===== src/rtl/txl_pkg.sv =====
// Package txl_pkg
// Shared constants and 8b/10b sub-block tables for the transmit lane.
// The tables give the code sent while the running disparity is negative.
// Code literals are written in transmit order, leftmost bit first (a..i, f..j).
package txl_pkg;

    localparam int CODE_W = 10;
    localparam int BYTE_W = 8;
    localparam int SUB6_W = 6;
    localparam int SUB4_W = 4;

    // Data 5b/6b group, negative-disparity column
    function automatic logic [SUB6_W-1:0] grp6_neg(input logic [4:0] x);
        logic [SUB6_W-1:0] c;
        case (x)
            5'd0:  c = 6'b100111;
            5'd1:  c = 6'b011101;
            5'd2:  c = 6'b101101;
            5'd3:  c = 6'b110001;
            5'd4:  c = 6'b110101;
            5'd5:  c = 6'b101001;
            5'd6:  c = 6'b011001;
            5'd7:  c = 6'b111000;
            5'd8:  c = 6'b111001;
            5'd9:  c = 6'b100101;
            5'd10: c = 6'b010101;
            5'd11: c = 6'b110100;
            5'd12: c = 6'b001101;
            5'd13: c = 6'b101100;
            5'd14: c = 6'b011100;
            5'd15: c = 6'b010111;
            5'd16: c = 6'b011011;
            5'd17: c = 6'b100011;
            5'd18: c = 6'b010011;
            5'd19: c = 6'b110010;
            5'd20: c = 6'b001011;
            5'd21: c = 6'b101010;
            5'd22: c = 6'b011010;
            5'd23: c = 6'b111010;
            5'd24: c = 6'b110011;
            5'd25: c = 6'b100110;
            5'd26: c = 6'b010110;
            5'd27: c = 6'b110110;
            5'd28: c = 6'b001110;
            5'd29: c = 6'b101110;
            5'd30: c = 6'b011110;
            default: c = 6'b101011;
        endcase
        return c;
    endfunction

    // Data 3b/4b group, negative-disparity column (primary x.7)
    function automatic logic [SUB4_W-1:0] grp4_neg(input logic [2:0] y);
        logic [SUB4_W-1:0] c;
        case (y)
            3'd0: c = 4'b1011;
            3'd1: c = 4'b1001;
            3'd2: c = 4'b0101;
            3'd3: c = 4'b1100;
            3'd4: c = 4'b1101;
            3'd5: c = 4'b1010;
            3'd6: c = 4'b0110;
            default: c = 4'b1110;
        endcase
        return c;
    endfunction

    // Control 3b/4b group that follows the K28 6-bit group, negative column
    function automatic logic [SUB4_W-1:0] k28grp4_neg(input logic [2:0] y);
        logic [SUB4_W-1:0] c;
        case (y)
            3'd0: c = 4'b1011;
            3'd1: c = 4'b0110;
            3'd2: c = 4'b1010;
            3'd3: c = 4'b1100;
            3'd4: c = 4'b1101;
            3'd5: c = 4'b0101;
            3'd6: c = 4'b1001;
            default: c = 4'b0111;
        endcase
        return c;
    endfunction

    // True when the byte names one of the twelve legal control characters
    function automatic logic ctrl_legal(input logic [BYTE_W-1:0] b);
        logic [4:0] x;
        logic [2:0] y;
        x = b[4:0];
        y = b[7:5];
        return (x == 5'd28) ||
               ((y == 3'd7) && ((x == 5'd23) || (x == 5'd27) ||
                                (x == 5'd29) || (x == 5'd30)));
    endfunction

endpackage


===== src/rtl/txl_chardiv.sv =====
// Module txl_chardiv
// Divides the bit clock by DIV to make the character clock and a one-cycle
// capture strobe on the edge where the character clock falls.
// Assumes DIV is even and at least 4.
module txl_chardiv #(
    parameter int DIV = 10
) (
    input  logic clk,
    input  logic rst_n,
    output logic char_clk,
    output logic strobe
);

    localparam int HALF = DIV / 2;
    localparam int CW   = $clog2(DIV);
    localparam logic [CW-1:0] LAST_C = CW'(DIV - 1);
    localparam logic [CW-1:0] HALF_C = CW'(HALF);
    localparam logic [CW-1:0] FALL_C = CW'(HALF - 1);

    logic [CW-1:0] phase;
    logic [CW-1:0] phase_nxt;

    // Next phase of the bit counter, wrapping at DIV
    always_comb begin
        phase_nxt = (phase == LAST_C) ? '0 : phase + 1'b1;
    end

    // Capture strobe: the edge that leaves the high half of the period
    assign strobe = (phase == FALL_C);

    // Phase counter and registered character clock
    always_ff @(posedge clk) begin
        if (!rst_n) begin
            phase    <= '0;
            char_clk <= 1'b1;
        end else begin
            phase    <= phase_nxt;
            char_clk <= (phase_nxt < HALF_C);
        end
    end

    // the character clock only falls on the capture edge
    p_fall_on_strobe_r1: assert property (@(posedge clk) disable iff (!rst_n)
        $fell(char_clk) |-> $past(strobe))
        else $error("char_clk fell away from capture strobe");

endmodule


===== src/rtl/txl_encoder.sv =====
// Module txl_encoder
// Capture register plus 8b/10b coding stage. On each strobe it latches the
// parallel word and mode, and registers the code of the previous capture.
// Running disparity: 0 = negative, 1 = positive; negative after reset.
// In bypass mode the latched word passes through and disparity holds.
module txl_encoder
    import txl_pkg::*;
(
    input  logic              clk,
    input  logic              rst_n,
    input  logic              strobe,
    input  logic              in_enc,
    input  logic [CODE_W-1:0] in_word,
    output logic [CODE_W-1:0] out_word,
    output logic              k_err
);

    logic [CODE_W-1:0] cap_w;
    logic              cap_enc;
    logic              rd_q;

    logic [4:0]        grp5;
    logic [2:0]        grp3;
    logic              kreq;
    logic              kok;
    logic              k28;
    logic [SUB6_W-1:0] c6_base;
    logic [SUB6_W-1:0] c6;
    logic              rd_mid;
    logic              use_alt7;
    logic [SUB4_W-1:0] c4_base;
    logic [SUB4_W-1:0] c4;
    logic              rd_end;

    // Latch the parallel character and its mode on the capture strobe
    always_ff @(posedge clk) begin
        if (!rst_n) begin
            cap_w   <= '0;
            cap_enc <= 1'b0;
        end else if (strobe) begin
            cap_w   <= in_word;
            cap_enc <= in_enc;
        end
    end

    // Decode the request fields of the captured character
    always_comb begin
        grp5 = cap_w[4:0];
        grp3 = cap_w[7:5];
        kreq = cap_w[BYTE_W];
        kok  = kreq && ctrl_legal(cap_w[BYTE_W-1:0]);
        k28  = kok && (grp5 == 5'd28);
    end

    // 6-bit sub-block: pick the column from the current disparity
    always_comb begin
        c6_base = k28 ? 6'b001111 : grp6_neg(grp5);
        if (rd_q && (($countones(c6_base) != 3) || (c6_base == 6'b111000)))
            c6 = ~c6_base;
        else
            c6 = c6_base;
        rd_mid = rd_q ^ ($countones(c6) != 3);
    end

    // 4-bit sub-block: alternate x.7 form and control forms
    always_comb begin
        use_alt7 = (grp3 == 3'd7) &&
                   (kok ||
                    (!rd_mid && ((grp5 == 5'd17) || (grp5 == 5'd18) || (grp5 == 5'd20))) ||
                    ( rd_mid && ((grp5 == 5'd11) || (grp5 == 5'd13) || (grp5 == 5'd14))));
        if (k28)
            c4_base = k28grp4_neg(grp3);
        else if (use_alt7)
            c4_base = 4'b0111;
        else
            c4_base = grp4_neg(grp3);
        if (rd_mid && (($countones(c4_base) != 2) || (c4_base == 4'b1100) || k28))
            c4 = ~c4_base;
        else
            c4 = c4_base;
        rd_end = rd_mid ^ ($countones(c4) != 2);
    end

    // Register the coded word, disparity and error for the next stage
    always_ff @(posedge clk) begin
        if (!rst_n) begin
            out_word <= '0;
            rd_q     <= 1'b0;
            k_err    <= 1'b0;
        end else if (strobe) begin
            out_word <= cap_enc ? {c6, c4} : cap_w;
            rd_q     <= cap_enc ? rd_end : rd_q;
            k_err    <= cap_enc && kreq && !kok;
        end
    end

    // a coded word is never more than one bit off balance
    p_code_balance_r2: assert property (@(posedge clk) disable iff (!rst_n)
        (strobe && cap_enc) |=> (($countones(out_word) >= 4) && ($countones(out_word) <= 6)))
        else $error("coded word out of balance");

    // a coded word leans against the disparity that preceded it
    p_disp_dir_r3: assert property (@(posedge clk) disable iff (!rst_n)
        (strobe && cap_enc) |=> ($past(rd_q) ? ($countones(out_word) <= 5)
                                             : ($countones(out_word) >= 5)))
        else $error("coded word pushes disparity the wrong way");

    // a bypassed character never flags a control error
    p_bypass_noerr_r6: assert property (@(posedge clk) disable iff (!rst_n)
        (strobe && !cap_enc) |=> !k_err)
        else $error("k_err raised in bypass");

endmodule


===== src/rtl/txl_delay.sv =====
// Module txl_delay
// Character-rate delay line of DEPTH stages, advanced on the strobe.
// Cleared to zero in reset; DEPTH = 0 is a plain wire.
module txl_delay #(
    parameter int W     = 10,
    parameter int DEPTH = 3
) (
    input  logic         clk,
    input  logic         rst_n,
    input  logic         strobe,
    input  logic [W-1:0] d,
    output logic [W-1:0] q
);

    generate
        if (DEPTH == 0) begin : g_wire
            assign q = d;
        end else begin : g_pipe
            logic [W-1:0] stg [DEPTH];
            for (genvar i = 0; i < DEPTH; i++) begin : g_stage
                // One character of delay per stage
                always_ff @(posedge clk) begin
                    if (!rst_n)
                        stg[i] <= '0;
                    else if (strobe)
                        stg[i] <= (i == 0) ? d : stg[(i == 0) ? 0 : i - 1];
                end
            end
            assign q = stg[DEPTH-1];
        end
    endgenerate

endmodule


===== src/rtl/txl_serializer.sv =====
// Module txl_serializer
// Parallel-load shift register. On load the top bit goes straight to the
// registered line output and the rest shift out, MSB first, one per clock.
// Assumes load pulses no more often than every W clocks.
module txl_serializer #(
    parameter int W = 10
) (
    input  logic         clk,
    input  logic         rst_n,
    input  logic         load,
    input  logic [W-1:0] par,
    output logic         sout
);

    logic [W-2:0] rest;

    // Load a new word or shift the remainder onto the line
    always_ff @(posedge clk) begin
        if (!rst_n) begin
            sout <= 1'b0;
            rest <= '0;
        end else if (load) begin
            sout <= par[W-1];
            rest <= par[W-2:0];
        end else begin
            sout <= rest[W-2];
            rest <= {rest[W-3:0], 1'b0};
        end
    end

    // the line is quiet on the edge where reset is released
    p_idle_reset_r9: assert property (@(posedge clk) disable iff (!rst_n)
        $rose(rst_n) |-> !sout)
        else $error("sout not idle out of reset");

endmodule


===== src/rtl/serdes_tx_lane.sv =====
// Module serdes_tx_lane
// One serial transmit lane: character clock divider, capture and 8b/10b
// coding stage, character delay line and 10:1 serializer. Capture to first
// serial bit is LAT_CHARS character periods. Assumes LAT_CHARS >= 2.
module serdes_tx_lane
    import txl_pkg::*;
#(
    parameter int LAT_CHARS = 5
) (
    input  logic              clk,
    input  logic              rst_n,
    input  logic              mode_enc,
    input  logic [CODE_W-1:0] tx_word,
    output logic              char_clk,
    output logic              sout,
    output logic              k_err
);

    localparam int CHAR_DIV = CODE_W;
    localparam int DLY      = LAT_CHARS - 2;

    logic              strobe;
    logic [CODE_W-1:0] coded;
    logic [CODE_W-1:0] to_ser;

    txl_chardiv #(.DIV(CHAR_DIV)) u_div (
        .clk      (clk),
        .rst_n    (rst_n),
        .char_clk (char_clk),
        .strobe   (strobe)
    );

    txl_encoder u_enc (
        .clk      (clk),
        .rst_n    (rst_n),
        .strobe   (strobe),
        .in_enc   (mode_enc),
        .in_word  (tx_word),
        .out_word (coded),
        .k_err    (k_err)
    );

    txl_delay #(.W(CODE_W), .DEPTH(DLY)) u_dly (
        .clk    (clk),
        .rst_n  (rst_n),
        .strobe (strobe),
        .d      (coded),
        .q      (to_ser)
    );

    txl_serializer #(.W(CODE_W)) u_ser (
        .clk   (clk),
        .rst_n (rst_n),
        .load  (strobe),
        .par   (to_ser),
        .sout  (sout)
    );

endmodule


===== config.mk =====
export PLATFORM = sky130hd
export DESIGN_NAME = serdes_tx_lane
export DESIGN_NICKNAME = d
export VERILOG_FILES = /design/src/rtl/txl_pkg.sv /design/src/rtl/txl_chardiv.sv /design/src/rtl/txl_encoder.sv /design/src/rtl/txl_delay.sv /design/src/rtl/txl_serializer.sv /design/src/rtl/serdes_tx_lane.sv
export SDC_FILE = /design/constraint.sdc
export NUM_CORES = 1
export LEC_CHECK = 0
export BUFFER_PORTS_ARGS = -buffer_cell sky130_fd_sc_hd__buf_2
export CAP_MARGIN = 15
export CORE_UTILIZATION = 40
export CTS_BUF_LIST = sky130_fd_sc_hd__clkbuf_16
export DETAILED_ROUTE_END_ITERATION = 8
export HOLD_SLACK_MARGIN = 0.06
export SYNTH_ARGS = -nofsm -noshare
export SYNTH_HDL_FRONTEND = slang
export SYNTH_HIERARCHICAL = 1
export SYNTH_SLANG_ARGS = --single-unit
export TNS_END_PERCENT = 10

===== constraint.sdc =====
create_clock -name clk -period 11.1 [get_ports clk]
set_input_delay 0.555 -clock clk [delete_from_list [all_inputs] [get_ports clk]]
set_output_delay 0.555 -clock clk [all_outputs]
set_load 0.02 [all_outputs]

Word-level counts from Yosys, hierarchy flattened
Memories as Yosys holds them, arrays and structs flattened. A register that Yosys moved wholly into a read port is not among the register bits.
Cells that the tools add are included.

storage, ports and cells
  memories = 2
  memory bits (writable) = 30
  bits in registers = 38
  memory bits (read-only) = 192
  word-level logic and storage cells = 111

memories
  name              words  bits a word  read ports  clocked after memory_dff  wr ports  line             RTL
  (name not given)  32     6            1           1                         0         txl_pkg.sv:15    case (x)
  u_dly.g_pipe.stg  3      10           3           0                         3         txl_delay.sv:19  logic [W-1:0] stg [DEPTH];

operators by class
  reductions and logical operators = 28
  bitwise logic cells = 7
  add/subtract/negate cells = 17
  mux-type cells = 20
  order comparisons = 1
  equal/unequal tests = 26

operators by type and width
  cell                   number
  $add A32 B32 Y32       6
  $ne A32 B3 Y1 const B  4
  $pmux W4 S7            2
  $eq A5 B5 Y1 const B   8
  $mux W10               4
  $add A1 B1 Y2          10
  $mux W4                4
  $eq A5 B4 Y1 const B   3
  $logic_or A1 B1 Y1     13
  $eq A3 B3 Y1 const B   4
  $mux W6                2
  $logic_and A1 B1 Y1    10
  $mux W5                2
  $mux W9                1
  $eq A4 B4 Y1 const B   2
  $eq A3 B2 Y1 const B   2
  $eq A6 B6 Y1 const B   1
  $not A6 Y6             1
  $mux W1                5
  $add A4 B1 Y4 const B  1
  $eq A4 B3 Y1 const B   1
  $lt A4 B3 Y1 const B   1
  $not A4 Y4             1
  $reduce_and A2 Y1      2
  other kinds (5)        9

Logic depth before layout (Yosys ltp)
  word-level depth = 39
  mapped depth = 43
  mapped depth without buffers = 42

Hierarchy
The synthesis kept the hierarchy.

by module, submodules not included
  module          cells each  times used  area each (sq um)
  txl_encoder     276         1           2,298.5
  txl_delay       67          1           1,163.6
  txl_serializer  30          1           365.4
  txl_chardiv     23          1           222.7

Least setup slack after synthesis
OpenSTA, ideal clock, no wires.

  path kind = register -> register
  start = reg u_enc.cap_w[1]
  end = reg u_enc.rd_q
  slack = 2.557 ns
  data required time = 10.985 ns
  data arrival time = 8.429 ns
  stages on the path, launching flop included = 41
  library setup time = 0.115 ns
  period minus slack after synthesis = 8.543 ns
  cell sequence = dfxtp_1 -> buf_6 -> nand4bb_1 -> nor2_1 -> nor2_1 -> inv_1 -> fa_1 -> inv_1 -> fa_1 -> inv_1 -> ha_1 -> inv_1 -> fa_1 -> o31ai_4 -> xnor2_1 -> ha_1 -> inv_1 -> fa_1 -> [5 not listed] -> xor2_1 -> o311a_1 -> o21ai_2 -> o21ai_1 -> fa_1 -> ha_1 -> ha_1 -> nand2_1 -> o21ai_0 -> o21a_1 -> o31a_2 -> nor3_1 -> a311o_1 -> ha_1 -> and3_1 -> o21ai_0 -> xnor2_1 -> and2_1

between the ends
  cells in the longest elaborated chain, start to end = 39

ends and longest elaborated chain
  element                                 line               RTL
  from (decl)                             txl_encoder.sv:18  logic [CODE_W-1:0] cap_w;
  from (signal assigned)                  txl_encoder.sv:41  cap_w <= in_word;
  $eq A5 B5 Y1                            txl_pkg.sv:91      ((y == 3'd7) && ((x == 5'd23) || (x == 5'd27) ||
  $logic_or A1 B1 Y1 (2 in series)        txl_pkg.sv:91
  $logic_or A1 B1 Y1                      txl_pkg.sv:92      (x == 5'd29) || (x == 5'd30)));
  $logic_and A1 B1 Y1                     txl_pkg.sv:91
  $logic_or A1 B1 Y1                      txl_pkg.sv:90      return (x == 5'd28) ||
  $logic_and A1 B1 Y1                     txl_encoder.sv:51  kok = kreq && ctrl_legal(cap_w[BYTE_W-1:0]);
  $logic_and A1 B1 Y1                     txl_encoder.sv:52  k28 = kok && (grp5 == 5'd28);
  $mux W6                                 txl_encoder.sv:57  c6_base = k28 ? 6'b001111 : grp6_neg(grp5);
  [21 not listed]                         -
  $ne A32 B3 Y1                           txl_encoder.sv:77  if (rd_mid && (($countones(c4_base) != 2) || (c4_base == 4'b1100) || k28))
  $logic_or A1 B1 Y1 (2 in series)        txl_encoder.sv:77
  $logic_and A1 B1 Y1                     txl_encoder.sv:77
  $mux W4                                 txl_encoder.sv:77
  $add A1 B1 Y2 (not written as such)     txl_encoder.sv:81  rd_end = rd_mid ^ ($countones(c4) != 2);
  $add A32 B32 Y32 (not written as such)  txl_encoder.sv:81
  $ne A32 B3 Y1                           txl_encoder.sv:81
  $xor A1 B1 Y1 (*)                       txl_encoder.sv:81
  to (signal assigned)                    txl_encoder.sv:92  rd_q <= cap_enc ? rd_end : rd_q;
  to (decl)                               txl_encoder.sv:20  logic rd_q;

Every way passes the cells marked *; elsewhere a longest branch is shown, timed or not.
A chain may end at the register's enable or synchronous reset.

Worst setup path after layout
Ends and elaborated chain as after synthesis.

==> impl_metrics.env <==
export IMPL_status="completed"
export IMPL_critPathRequiredTime_ns=11.32
export IMPL_grtUsageTotal_pct=15.3
export IMPL_vias_per_cell=5.10
export IMPL_wl_met2_um=3330
export IMPL_coreArea_mm2=0.00977
export IMPL_crit_path_end_kind="flip-flop"
export IMPL_ys_seq_elements=74
export IMPL_synth_async_sr_flop_share_pct=0
export IMPL_place_ws_ns=1.78
export IMPL_cts_htree_levels=3
export IMPL_rsz0062_at_grt="no"
export IMPL_cts_buffer_depth=2
export IMPL_wl_um=7320
export IMPL_vias=2740
export IMPL_antenna_found_initial=0
export IMPL_worstSkewPairLatency_ns=0.33
export IMPL_drv_slew=0
export IMPL_cts_made_buffers=9
export IMPL_min_delay_start="u_ser/rest[7]"
export IMPL_synth_flop_cell="dfxtp_1"
export IMPL_cp_max_fo=9
export IMPL_yosys_cell_count_top_type="dfxtp_1"
export IMPL_r2r_start="u_enc/cap_w[1]"
export IMPL_power_leakage_nw=1.74
export IMPL_hpwl_um=4920
export IMPL_hold_viol=0
export IMPL_setup_viol=0
export IMPL_start_kind="flip-flop"
export IMPL_path_class="flip-flop to flip-flop"
export IMPL_die_h_um=103
export IMPL_top_layer_used="met4"
export IMPL_wl_met1_um=3630
export IMPL_synthCells=396
export IMPL_netlist_area_mm2=0.00405
export IMPL_synth_top_cell_by_area="edfxtp_1"
export IMPL_yosys_warnings=6
export IMPL_synth_net_count=432
export IMPL_drt_iter0_drc=141
export IMPL_rrSetupSlack_ns=1.80
export IMPL_drv_cap=0
export IMPL_cpMostUsedCell="inv_1"
export IMPL_die_x_um=103
export IMPL_hold_end="u_ser/rest[8]"
export IMPL_die_area_mm2=0.0105
export IMPL_overflow=0
export IMPL_final_layout_size_suffix_gt1_share_pct=19.3
export IMPL_relSlewSlack_pct=51.8
export IMPL_whs_path_depth=2
export IMPL_grt_pass1_wl_um=12500
export IMPL_num_io_pins=16
export IMPL_route_detailed_drc=0
export IMPL_avgSynthCellArea_um2=10.2
export IMPL_fmax_ghz=0.108
export IMPL_antenna_cells=0
export IMPL_clk_pin_slew_ns=0.06
export IMPL_syn2layout_area_growth_pct=11.4
export IMPL_hp_class="flip-flop to flip-flop"
export IMPL_worst_pin_slew_ns=0.723
export IMPL_fin_setup_tns_ns=0
export IMPL_fin_crit_ns=9.30
export IMPL_period_share_pct=83.8
export IMPL_fill_cells=927
export IMPL_start_util_pct=41.4
export IMPL_power_mw=0.663
export IMPL_p_per_area_mw_per_mm2=147
export IMPL_synth_common_cells="dfxtp_1, and3_2, edfxtp_1, nand2_1, mux2i_1"
export IMPL_layout_setup_ws_ns=1.80
export IMPL_final_antenna_net_count=0
export IMPL_slowest_stage="fa_1"
export IMPL_critPathArrivalTime_ns=9.52
export IMPL_skew_ns=0.00329
export IMPL_grt_max_degree=77
export IMPL_grt_pass1_vias=2670
export IMPL_cts_tree="yes"
export IMPL_wl_met3_um=278
export IMPL_portBuffers=15
export IMPL_clock_sinks=74
export IMPL_netlist_top_cells_area="edfxtp_1, dfxtp_1, and3_2"
export IMPL_postCtsSetupBuffers=0
export IMPL_yosysSeqAreaShare_pct=44.0
export IMPL_synth_cell_types=65
export IMPL_cts_hold_buf=0
export IMPL_cts_root_buf="clkbuf_16"
export IMPL_peakVddDrop_uv=77.8
export IMPL_r2r_cells=40
export IMPL_critPathMaxStageDelay_ns=0.52
export IMPL_wl_per_cell_um=13.6
export IMPL_placementRows=36
export IMPL_cts_resized=0
export IMPL_synth_edf_count=30
export IMPL_nNetsFinal=435
export IMPL_yosysTopAreaCellShare_pct=22.2
export IMPL_first_pass_iters=4
export IMPL_r2r_end="u_enc/rd_q"
export IMPL_gp_congestion=0.866
[power breakdown]
part	internal, mW	switching, mW	leakage [nW]	total, mW
logic	0.0259	0.0348	0.916	0.0608
clock network	0.196	0.109	0.153	0.305
registers	0.292	0.00543	0.667	0.298
[cell type report]
| class | instances | area [um^2] | share of cell area, % |
|---|---|---|---|
| Clock buffer | 9 | 225 | 4.99 |
| Clock inverter | 7 | 92.6 | 2.05 |
| Inverter | 22 | 82.6 | 1.83 |
| Multi-Input combinational cell | 274 | 2070 | 45.8 |
| Sequential cell | 74 | 1780 | 39.5 |
| Tap cell | 133 | 166 | 3.69 |
| Timing Repair Buffer | 18 | 97.6 | 2.16 |
[cells in the final DEF, fill, tap and decap left out, types with 5 or more instances in the layout]
| cell type | instances |
|---|---|
| and3_2 | 31 |
| mux2i_1 | 22 |
| buf_2 | 15 |
| inv_1 | 22 |
| a21oi_1 | 20 |
| nor2_1 | 14 |
| nand3_1 | 5 |
| o21ai_1 | 6 |
| fa_1 | 6 |
| nand2_1 | 25 |
| dfxtp_1 | 44 |
| edfxtp_1 | 30 |
| nor2b_1 | 21 |
| xnor2_1 | 10 |
| o21ai_0 | 19 |
| clkbuf_16 | 9 |
| ha_1 | 17 |
[per-stage QoR]
| stage | std cells | instance area [um^2] | utilization (%) | hold WS (ns) |
|---|---|---|---|---|
| 2_1_floorplan | 396 | 4050 | - | 0.449 |
| 3_3_place_gp | 521 | 4190 | 42.9 | 0.465 |
| 3_5_place_dp | 521 | 4190 | 42.9 | 0.476 |
| 4_1_cts | 537 | 4510 | 46.2 | 0.479 |
| 5_1_grt | 537 | 4510 | 46.2 | 0.484 |
| 6_report | 537 | 4510 | 46.2 | 0.485 |
[logic make-up (layout without fill, tap and decap cells)]
family | count (synthesis) | in the layout | share of synthesized area, %
and+or+nand+nor | 128 | 128 | 19.2
AOI/OAI and AO/OA | 83 | 83 | 13.7
DFF | 74 | 74 | 44.0
muxes | 24 | 24 | 5.99
buffers and inverters | 48 | 56 | 5.16
adders and majority gates | 24 | 24 | 8.46
xor gates and xnor gates | 15 | 15 | 3.43
[how the worst max path moves through the flow]
stage	from	endpoint	slack, ns	depth (start not counted)
2_1_floorplan	u_enc/cap_w[1]	u_enc/rd_q	2.56	40
3_3_place_gp	u_enc/cap_w[1]	u_enc/rd_q	2.06	40
3_5_place_dp	u_enc/cap_w[1]	u_enc/rd_q	1.78	40
4_1_cts	u_enc/cap_w[1]	u_enc/rd_q	1.79	40
5_1_grt	u_enc/cap_w[3]	u_enc/rd_q	1.15	40
6_report	u_enc/cap_w[1]	u_enc/rd_q	1.80	40
[state kept, by name, indices dropped and copies added, names as in the netlist, 4 cells and up, named ones only]
register / count
u_div/phase: 4
u_ser/rest: 9
u_dly/g_pipe.stg: 30
u_enc/cap_w: 10
u_enc/out_word: 10
[critical path, delay by kind of cell, from the launching register on]
kind,cells,cell delay [ns]
fa+ha+maj,12,4.13
flops,1,0.48
buf+inv,7,0.45
xor+xnor,3,0.54
simple gates,9,1.25
compound gates,9,2.29
[routing by layer]
layer  vias up  global-route usage, %
met1      1290                   18.9
met5         -                      0
met2        38                   25.8
met4         0                   4.40
met3         9                   4.81
li1       1403                      -
(Power assumes the default switching activity.)
